### config.mk
export PLATFORM = sky130hd
export DESIGN_NAME = usb_ep_ctl_bank
export DESIGN_NICKNAME = d
export VERILOG_FILES = /design/src/rtl/usb_ep_pkg.sv /design/src/rtl/usb_ep_regs.sv /design/src/rtl/usb_ep_fsm.sv /design/src/rtl/usb_ep_ctl_bank.sv
export SDC_FILE = /design/constraint.sdc
export NUM_CORES = 1
export LEC_CHECK = 0
export BUFFER_PORTS_ARGS = -buffer_cell sky130_fd_sc_hd__buf_2
export CAP_MARGIN = 20
export CORE_MARGIN = 2
export CORE_UTILIZATION = 38
export DETAILED_ROUTE_END_ITERATION = 16
export PLACE_DENSITY_LB_ADDON = 0.12
export SLEW_MARGIN = 20
export SYNTH_ARGS = -nofsm -noshare
export SYNTH_HDL_FRONTEND = slang
export SYNTH_SLANG_ARGS = --single-unit
### constraint.sdc
create_clock -name clk -period 1.7 [get_ports clk]
set_clock_uncertainty 0.1 [all_clocks]
set_input_delay 0.17 -clock clk [delete_from_list [all_inputs] [get_ports clk]]
set_output_delay 0.17 -clock clk [all_outputs]
set_load 0.01 [all_outputs]
### src/rtl/usb_ep_pkg.sv
package usb_ep_pkg;
    typedef enum logic [1:0] {
        HS_ACK   = 2'd0,
        HS_NAK   = 2'd1,
        HS_STALL = 2'd2,
        HS_DATA  = 2'd3
    } hs_code_t;

    typedef enum logic [1:0] {
        EP_IDLE,
        EP_TX_SEND,
        EP_TX_ACK,
        EP_RX_DATA
    } ep_state_t;

    localparam int BIT_LAST   = 6;
    localparam int BIT_STALL  = 5;
    localparam int BIT_TXRDY  = 4;
    localparam int BIT_ACK_SS = 3;
    localparam int BIT_ACK_RX = 1;
    localparam int BIT_ACK_TX = 0;
endpackage

### src/rtl/usb_ep_regs.sv
module usb_ep_regs
    import usb_ep_pkg::*;
(
    input  logic       clk,
    input  logic       rst_n,
    input  logic       wr_en,
    input  logic [7:0] wdata,
    input  logic       hw_tx_clr,
    input  logic       set_tx_done,
    input  logic       set_rx_out,
    input  logic       set_stall,
    input  logic       irq_en,
    output logic       force_stall,
    output logic       tx_rdy,
    output logic       tx_done,
    output logic       rx_out,
    output logic       stall_sent,
    output logic       irq,
    output logic [7:0] rd_byte
);
    logic last_pkt;
    logic unused_bits;

    assign unused_bits = ^{wdata[7], wdata[2]};

    always_ff @(posedge clk) begin
        if (!rst_n) begin
            last_pkt    <= 1'b0;
            force_stall <= 1'b0;
            tx_rdy      <= 1'b0;
            tx_done     <= 1'b0;
            rx_out      <= 1'b0;
            stall_sent  <= 1'b0;
        end else begin
            if (wr_en) begin
                last_pkt    <= wdata[BIT_LAST];
                force_stall <= wdata[BIT_STALL];
                tx_rdy      <= wdata[BIT_TXRDY];
            end else if (hw_tx_clr) begin
                tx_rdy <= 1'b0;
            end
            // hardware set dominates a same-cycle acknowledge
            tx_done    <= set_tx_done | (tx_done    & ~(wr_en & wdata[BIT_ACK_TX]));
            rx_out     <= set_rx_out  | (rx_out     & ~(wr_en & wdata[BIT_ACK_RX]));
            stall_sent <= set_stall   | (stall_sent & ~(wr_en & wdata[BIT_ACK_SS]));
        end
    end

    assign irq     = tx_done & irq_en;
    assign rd_byte = {1'b0, last_pkt, force_stall, tx_rdy, 4'b0000};
endmodule

### src/rtl/usb_ep_fsm.sv
module usb_ep_fsm
    import usb_ep_pkg::*;
(
    input  logic       clk,
    input  logic       rst_n,
    input  logic       tok_hit,
    input  logic       tok_in,
    input  logic       force_stall,
    input  logic       tx_rdy,
    input  logic       rx_pend,
    input  logic       iso,
    input  logic       data_done,
    input  logic       host_ack,
    input  logic       rx_good,
    input  logic       abort,
    output logic       hs_valid,
    output logic [1:0] hs_code,
    output logic       tx_clr,
    output logic       set_tx_done,
    output logic       set_rx_out,
    output logic       set_stall
);
    ep_state_t state_q, state_d;
    logic      hs_v_d;
    hs_code_t  hs_c_d, hs_c_q;

    always_ff @(posedge clk) begin
        if (!rst_n) begin
            state_q  <= EP_IDLE;
            hs_valid <= 1'b0;
            hs_c_q   <= HS_ACK;
        end else begin
            state_q  <= state_d;
            hs_valid <= hs_v_d;
            hs_c_q   <= hs_c_d;
        end
    end

    assign hs_code = hs_c_q;

    always_comb begin
        state_d = state_q;
        unique case (state_q)
            EP_IDLE: begin
                if (tok_hit && !force_stall) begin
                    if (tok_in && tx_rdy)      state_d = EP_TX_SEND;
                    else if (!tok_in && !rx_pend) state_d = EP_RX_DATA;
                end
            end
            EP_TX_SEND: begin
                if (abort)          state_d = EP_IDLE;
                else if (data_done) state_d = iso ? EP_IDLE : EP_TX_ACK;
            end
            EP_TX_ACK: begin
                if (abort || host_ack) state_d = EP_IDLE;
            end
            EP_RX_DATA: begin
                if (abort || rx_good) state_d = EP_IDLE;
            end
            default: state_d = EP_IDLE;
        endcase
    end

    always_comb begin
        hs_v_d      = 1'b0;
        hs_c_d      = HS_ACK;
        tx_clr      = 1'b0;
        set_tx_done = 1'b0;
        set_rx_out  = 1'b0;
        set_stall   = 1'b0;
        unique case (state_q)
            EP_IDLE: begin
                if (tok_hit) begin
                    if (force_stall) begin
                        hs_v_d    = 1'b1;
                        hs_c_d    = HS_STALL;
                        set_stall = 1'b1;
                    end else if (tok_in) begin
                        hs_v_d = 1'b1;
                        hs_c_d = tx_rdy ? HS_DATA : HS_NAK;
                    end else if (rx_pend) begin
                        hs_v_d = 1'b1;
                        hs_c_d = HS_NAK;
                    end
                end
            end
            EP_TX_SEND: begin
                if (!abort && data_done && iso) begin
                    tx_clr      = 1'b1;
                    set_tx_done = 1'b1;
                end
            end
            EP_TX_ACK: begin
                if (!abort && host_ack) begin
                    tx_clr      = 1'b1;
                    set_tx_done = 1'b1;
                end
            end
            EP_RX_DATA: begin
                if (!abort && rx_good) begin
                    hs_v_d     = 1'b1;
                    hs_c_d     = HS_ACK;
                    set_rx_out = 1'b1;
                end
            end
            default: ;
        endcase
    end
endmodule

### src/rtl/usb_ep_ctl_bank.sv
module usb_ep_ctl_bank #(
    parameter int NUM_EP   = 3,
    parameter int ADDR_W   = 4,
    parameter int EP_IDX_W = 2,
    parameter int EP_BASE  = 4
) (
    input  logic                clk,
    input  logic                rst_n,
    input  logic                reg_wr,
    input  logic [ADDR_W-1:0]   reg_addr,
    input  logic [7:0]          reg_wdata,
    output logic [7:0]          reg_rdata,
    input  logic [NUM_EP-1:0]   ep_iso,
    input  logic [NUM_EP-1:0]   irq_en,
    input  logic                tok_valid,
    input  logic [EP_IDX_W-1:0] tok_ep,
    input  logic                tok_in,
    input  logic                data_done,
    input  logic                host_ack,
    input  logic                rx_good,
    input  logic                txn_abort,
    output logic                hs_valid,
    output logic [1:0]          hs_code,
    output logic [NUM_EP-1:0]   stat_tx_done,
    output logic [NUM_EP-1:0]   stat_rx_out,
    output logic [NUM_EP-1:0]   stat_stall_sent,
    output logic [NUM_EP-1:0]   irq
);
    logic [NUM_EP-1:0] sel, ep_hs_v, ep_stall, ep_txrdy;
    logic [NUM_EP-1:0] ep_txclr, ep_set_tx, ep_set_rx, ep_set_ss;
    logic [1:0]        ep_hs_c [NUM_EP];
    logic [7:0]        ep_byte [NUM_EP];

    for (genvar i = 0; i < NUM_EP; i++) begin : g_ep
        assign sel[i] = (reg_addr == ADDR_W'(EP_BASE + i));

        usb_ep_regs u_regs (
            .clk         (clk),
            .rst_n       (rst_n),
            .wr_en       (reg_wr & sel[i]),
            .wdata       (reg_wdata),
            .hw_tx_clr   (ep_txclr[i]),
            .set_tx_done (ep_set_tx[i]),
            .set_rx_out  (ep_set_rx[i]),
            .set_stall   (ep_set_ss[i]),
            .irq_en      (irq_en[i]),
            .force_stall (ep_stall[i]),
            .tx_rdy      (ep_txrdy[i]),
            .tx_done     (stat_tx_done[i]),
            .rx_out      (stat_rx_out[i]),
            .stall_sent  (stat_stall_sent[i]),
            .irq         (irq[i]),
            .rd_byte     (ep_byte[i])
        );

        usb_ep_fsm u_fsm (
            .clk         (clk),
            .rst_n       (rst_n),
            .tok_hit     (tok_valid && (tok_ep == EP_IDX_W'(i))),
            .tok_in      (tok_in),
            .force_stall (ep_stall[i]),
            .tx_rdy      (ep_txrdy[i]),
            .rx_pend     (stat_rx_out[i]),
            .iso         (ep_iso[i]),
            .data_done   (data_done),
            .host_ack    (host_ack),
            .rx_good     (rx_good),
            .abort       (txn_abort),
            .hs_valid    (ep_hs_v[i]),
            .hs_code     (ep_hs_c[i]),
            .tx_clr      (ep_txclr[i]),
            .set_tx_done (ep_set_tx[i]),
            .set_rx_out  (ep_set_rx[i]),
            .set_stall   (ep_set_ss[i])
        );
    end

    always_comb begin
        reg_rdata = 8'h00;
        hs_code   = 2'b00;
        for (int i = 0; i < NUM_EP; i++) begin
            if (sel[i])     reg_rdata = reg_rdata | ep_byte[i];
            if (ep_hs_v[i]) hs_code   = hs_code | ep_hs_c[i];
        end
    end

    assign hs_valid = |ep_hs_v;
endmodule

# Yosys cells after proc, flatten, opt, wreduce, memory -nomap -nowiden
# Index checks and enable logic that the tools add are counted.
[word_totals]
reg_bits = 33
elab_cells = 239
[classes]
eq_ne = 29
n_bitwise = 53
reduce_logical = 45
mux = 82
[op_table]
columns = ["cell", "count"]
rows = [
  ["2-bit 2-to-1 mux", 32],
  ["1-bit 2-to-1 mux", 38],
  ["1-bit AND", 24],
  ["2-bit one-hot mux with 4 select lines", 3],
  ["1-bit logical AND", 18],
  ["1-bit NOT", 16],
  ["5-bit AND reduction", 3],
  ["2-bit equality test, second input constant", 7],
  ["7-bit 2-to-1 mux", 2],
  ["4-bit by 3-bit equality test with 1-bit output, second input constant", 3],
  ["1-bit one-hot mux with 2 select lines", 6],
  ["4-bit OR reduction", 3],
  ["2-bit by 1-bit != test with 1-bit output, second input constant", 5],
  ["3-bit by 1-bit != test with 1-bit output, second input constant", 3],
  ["3-bit != test, second input constant", 3],
  ["1-bit bitwise OR", 9],
  ["3-bit AND reduction", 3],
  ["2-bit by 1-bit equality test with 1-bit output, second input constant", 4],
  ["1-bit logical NOT", 8],
  ["2-bit logical NOT", 4],
  ["8-bit 2-to-1 mux", 1],
  ["2-bit != test, second input constant", 4],
  ["8-bit by 7-bit bitwise OR with 8-bit output", 1],
  ["7-bit bitwise OR", 1],
  ["4 further kinds", 8],
]

# Depth between registers and ports, before layout
[logic_depth]
depth_word = 7
mapped_depth = 6
mapped_depth_nobuf = 6

# Cells and area by module
# From an unflattened synthesis, not the netlist that was laid out.
[hier_totals]
hier_cells = 256
area_unflattened_um2 = 2275.9
[modules_own_cells]
columns = ["mod", "instances", "cells_per_inst", "area_per_inst_um2"]
rows = [
  ["usb_ep_fsm", 3, 42, 366.6],
  ["usb_ep_regs", 3, 32, 297.8],
  ["usb_ep_ctl_bank", 1, 34, 282.8],
]

# Worst setup path before layout
# No wires, ideal clock.
[synth_timing]
path_type = "flip-flop to flip-flop"
startpoint = "register g_ep[0].u_fsm.state_q[0]"
endpoint = "register g_ep[0].u_fsm.state_q[0]"
t_required_ps = 1528
path_buffers = 0
path_stages_with_launch = 6
setup_time_ps = 72
path_slack_ps = 116
t_arrival_ps = 1412
cell_sequence = "dfxtp_1 inv_1 ha_1 a222oi_1 a2bb2oi_1 mux2i_1"
[synth_via]
elab_chain_cells = 3
[synth_rtl]
columns = ["item", "line", "rtl"]
rows = [
  ["start, declared", "usb_ep_fsm.sv:23", "ep_state_t state_q, state_d;"],
  ["start signal, assigned", "usb_ep_fsm.sv:33", "state_q <= state_d;"],
  ["2-bit by 1-bit equality test with 1-bit output, or another cell as far along", "usb_ep_fsm.sv:43", "unique case (state_q)"],
  ["3-bit != test (no line), or another cell as far along", "-", ""],
  ["5-bit AND reduction (no line)", "-", ""],
]
# Parallel ways exist; a longest one is shown, timed or not.
# A chain may end at the register's enable or synchronous reset.

# Worst setup path in the final report
[layout_timing]
startpoint = "register g_ep[1].u_fsm.state_q[1]"
endpoint = "register g_ep[1].u_fsm.state_q[0]"
[layout_via]
elab_chain_cells = 3
[layout_rtl]
columns = ["item", "line"]
rows = [
  ["start, declared", "usb_ep_fsm.sv:23"],
  ["start signal, assigned", "usb_ep_fsm.sv:33"],
  ["2-bit by 1-bit equality test with 1-bit output, or another cell as far along", "usb_ep_fsm.sv:43"],
  ["3-bit != test (no line), or another cell as far along", "-"],
  ["5-bit AND reduction (no line)", "-"],
]
# Parallel ways exist; a longest one is shown, timed or not.

==> metrics.cfg <==
[outcome]
status=finished, final reports clean

[min_path]
hold_class=in -> reg
holdPathStages=3
hp-start=reg_wdata[4]
min_to=g_ep[1].u_regs.tx_rdy

[critical_path]
end_kind=flip-flop
startpoint=g_ep[1].u_fsm.state_q[1]
worst-path-max-fanout=3
rrSetupSlack_ns=0.07
cp.required_ns=1.80
reg2reg_to=g_ep[1].u_fsm.state_q[0]
r2r_start=g_ep[1].u_fsm.state_q[1]
critPathLaunchType=flip-flop
critical_path_class=reg -> reg
cp.arrival_ns=1.73
ff2ff_path_depth=5

[power]
p_comb_frac=0.345
total_power_mw=2.59
pwr-share-clk=0.294
p_sw_uw=801
vdd_drop_max_uv=592
switching_share=0.310
p_per_area_nw_per_um2=1040
p_int_mw=1.79
p_leak_nw=1.11
seqPwrFrac=0.361

[floorplan]
row_count=26
ios=52
start_util=0.398
dieHeight_um=77.4
core_area_um2=5140
die-area_um2=5990
die_x_um=77.4

[final_layout]
areaGrowthSynthToFinish_pct=22.1
layout.cells.non_filler=350
final_area_um2=2500
drive_above_1_share=0.318
fin_nets=323
nFillCells=538
ff_latch_area_um2=668
insertedDiodeCount=0
multi_input_area_um2=1220

[timing]
finalHoldViolCount=0
fmax_mhz=615
fin_crit_ns=1.63
rsz0062_at_grt=yes
timing.final.crit_share=0.956
final_max_slew_viol_count=0
holdWs_ns=0.0522
setup_violations=0

[synth]
synth_seq_area_share=0.323
synth_area_um2=2050
synth_most_common_cell=dfxtp_1
yosys_warnings=0
yosysTopAreaCell=dfxtp_1
yosys-top-cells-area=dfxtp_1, ha_1, mux2i_1
ys.flop_type=dfxtp_1
ys_ff_latch=33
synth_edf_count=0
synth_top_area_frac=0.323
ys_async_sr_fraction=0
syn_area_per_cell_um2=8.82
syn-instance-count=232
synth_top_cells_by_count=dfxtp_1, nand2_1, buf_4
post_synth_num_cell_types=44

[cts]
clk_pin_slew_ns=0.07
htree_levels=2
cts.sink_count=33
clock_tree.root_cell=clkbuf_8
cts_buffer_depth=2
cts_tree=yes
worstSkewPairLatency_ns=0.28
cts_made_buffers=5
holdBufCountCts=0

[placed_design]
hpwl_mm=3.86
gp_congestion=0.842
placed_cells=340
portBuffers=44
postPlaceCellArea_um2=2320

[drt]
vias=1725
vias_per_cell=4.93
drc=0
firstDrtPassIters=5
ant_nets=0
post_drt_wl_per_cell_um=13.8
drt-total-wl_mm=4.83
drtIter0Drc=72

[grt]
track_usage=0.170
grt_pass1_vias=1606
antenna_found_initial=0
gr-total-overflow=0
grt_start_max_net_pins=19
grt_pass1_wl_mm=7.98

[flow_run]
maxCapViolations=0

metrics by stage:
step / setup slack (ns) / TNS [ns] / util
final: 0.0740 / 0 / 0.486
after global routing: -0.0238 / -0.0344 / 0.486
after CTS: 0.0451 / 0 / 0.477
after detailed placement: 0.00394 / 0 / 0.452
after global placement: 0.0284 / 0 / 0.452
after floorplan: 0.116 / 0 / -
flip-flops by register name, indices dropped and copies added (netlist names):
| register | count |
|---|---|
| g_ep.u_fsm.hs_code | 6 |
| g_ep.u_fsm.hs_valid | 3 |
| g_ep.u_fsm.state_q | 6 |
| g_ep.u_regs.force_stall | 3 |
| g_ep.u_regs.last_pkt | 3 |
| g_ep.u_regs.rx_out | 3 |
| g_ep.u_regs.stall_sent | 3 |
| g_ep.u_regs.tx_done | 3 |
| g_ep.u_regs.tx_rdy | 3 |
layout make-up:
class / count / share of cell area
sequential: 33 / 0.267
multi-input combinational: 164 / 0.488
tap: 70 / 0.0350
timing repair buffer: 62 / 0.144
clock inverter: 1 / 0.0120
inverter: 13 / 0.0195
clock buffer: 7 / 0.0345
power by group through the flow:
stage,Combinational (mW),Clock [mW],Sequential [mW]
2_1_floorplan,0.580,0,0.920
3_5_place_dp,0.816,0,0.933
6_report,0.893,0.760,0.935
5_1_grt,1.01,0.818,0.949
3_3_place_gp,0.822,0,0.932
4_1_cts,0.843,0.782,0.916
logic make-up (layout without fill, tap and decap cells):
logic type,after synthesis,in the layout,share of synthesized area
muxes,13,13,0.0636
buffers and inverters,39,83,0.106
other,1,5,0.00183
AOI/OAI and AO/OA,47,47,0.175
and+or+nand+nor,84,84,0.240
adders and majority gates,15,15,0.0917
DFF,33,33,0.323
worst max-delay path: stages (launching register included):
cell       delay, ns
dfxtp_2         0.34
buf_6           0.12
ha_4            0.15
a222oi_1        0.40
a2bb2oi_2       0.24
mux2i_1         0.20
worst max-delay path by stage:
stage,endpoint,cells after the start
2_1_floorplan,g_ep[0].u_fsm.state_q[0],5
3_3_place_gp,g_ep[0].u_fsm.state_q[1],5
3_5_place_dp,g_ep[0].u_fsm.state_q[0],5
4_1_cts,g_ep[0].u_fsm.state_q[0],5
5_1_grt,g_ep[1].u_fsm.state_q[1],5
6_report,g_ep[1].u_fsm.state_q[0],5
metal layers:
metal / track usage / wire [um]
met1: 0.239 / 2370
met2: 0.260 / 2170
met3: 0.0372 / 223
met4: 0.0554 / 65
met5: 0 / 0
what timing repair did:
item | CTS | global route
pin swaps | 0 | 4
buffers inserted | 0 | 2
resized for setup | 2 | 14
hold endpoints to repair | 0 | 0
setup endpoints to repair | 3 | 4
placed cells by master, fill, tap and decap left out, drive strengths merged, types with 5 or more instances in the layout:
| master | count |
|---|---|
| a21boi | 7 |
| a21oi | 8 |
| a32o | 7 |
| and2 | 6 |
| buf | 62 |
| clkbuf | 7 |
| conb | 5 |
| dfxtp | 33 |
| ha | 15 |
| inv | 13 |
| mux2i | 13 |
| nand2 | 27 |
| nor2 | 13 |
| nor2b | 11 |
| o21ai | 6 |
Note: power is estimated with default switching activity, not from simulation.
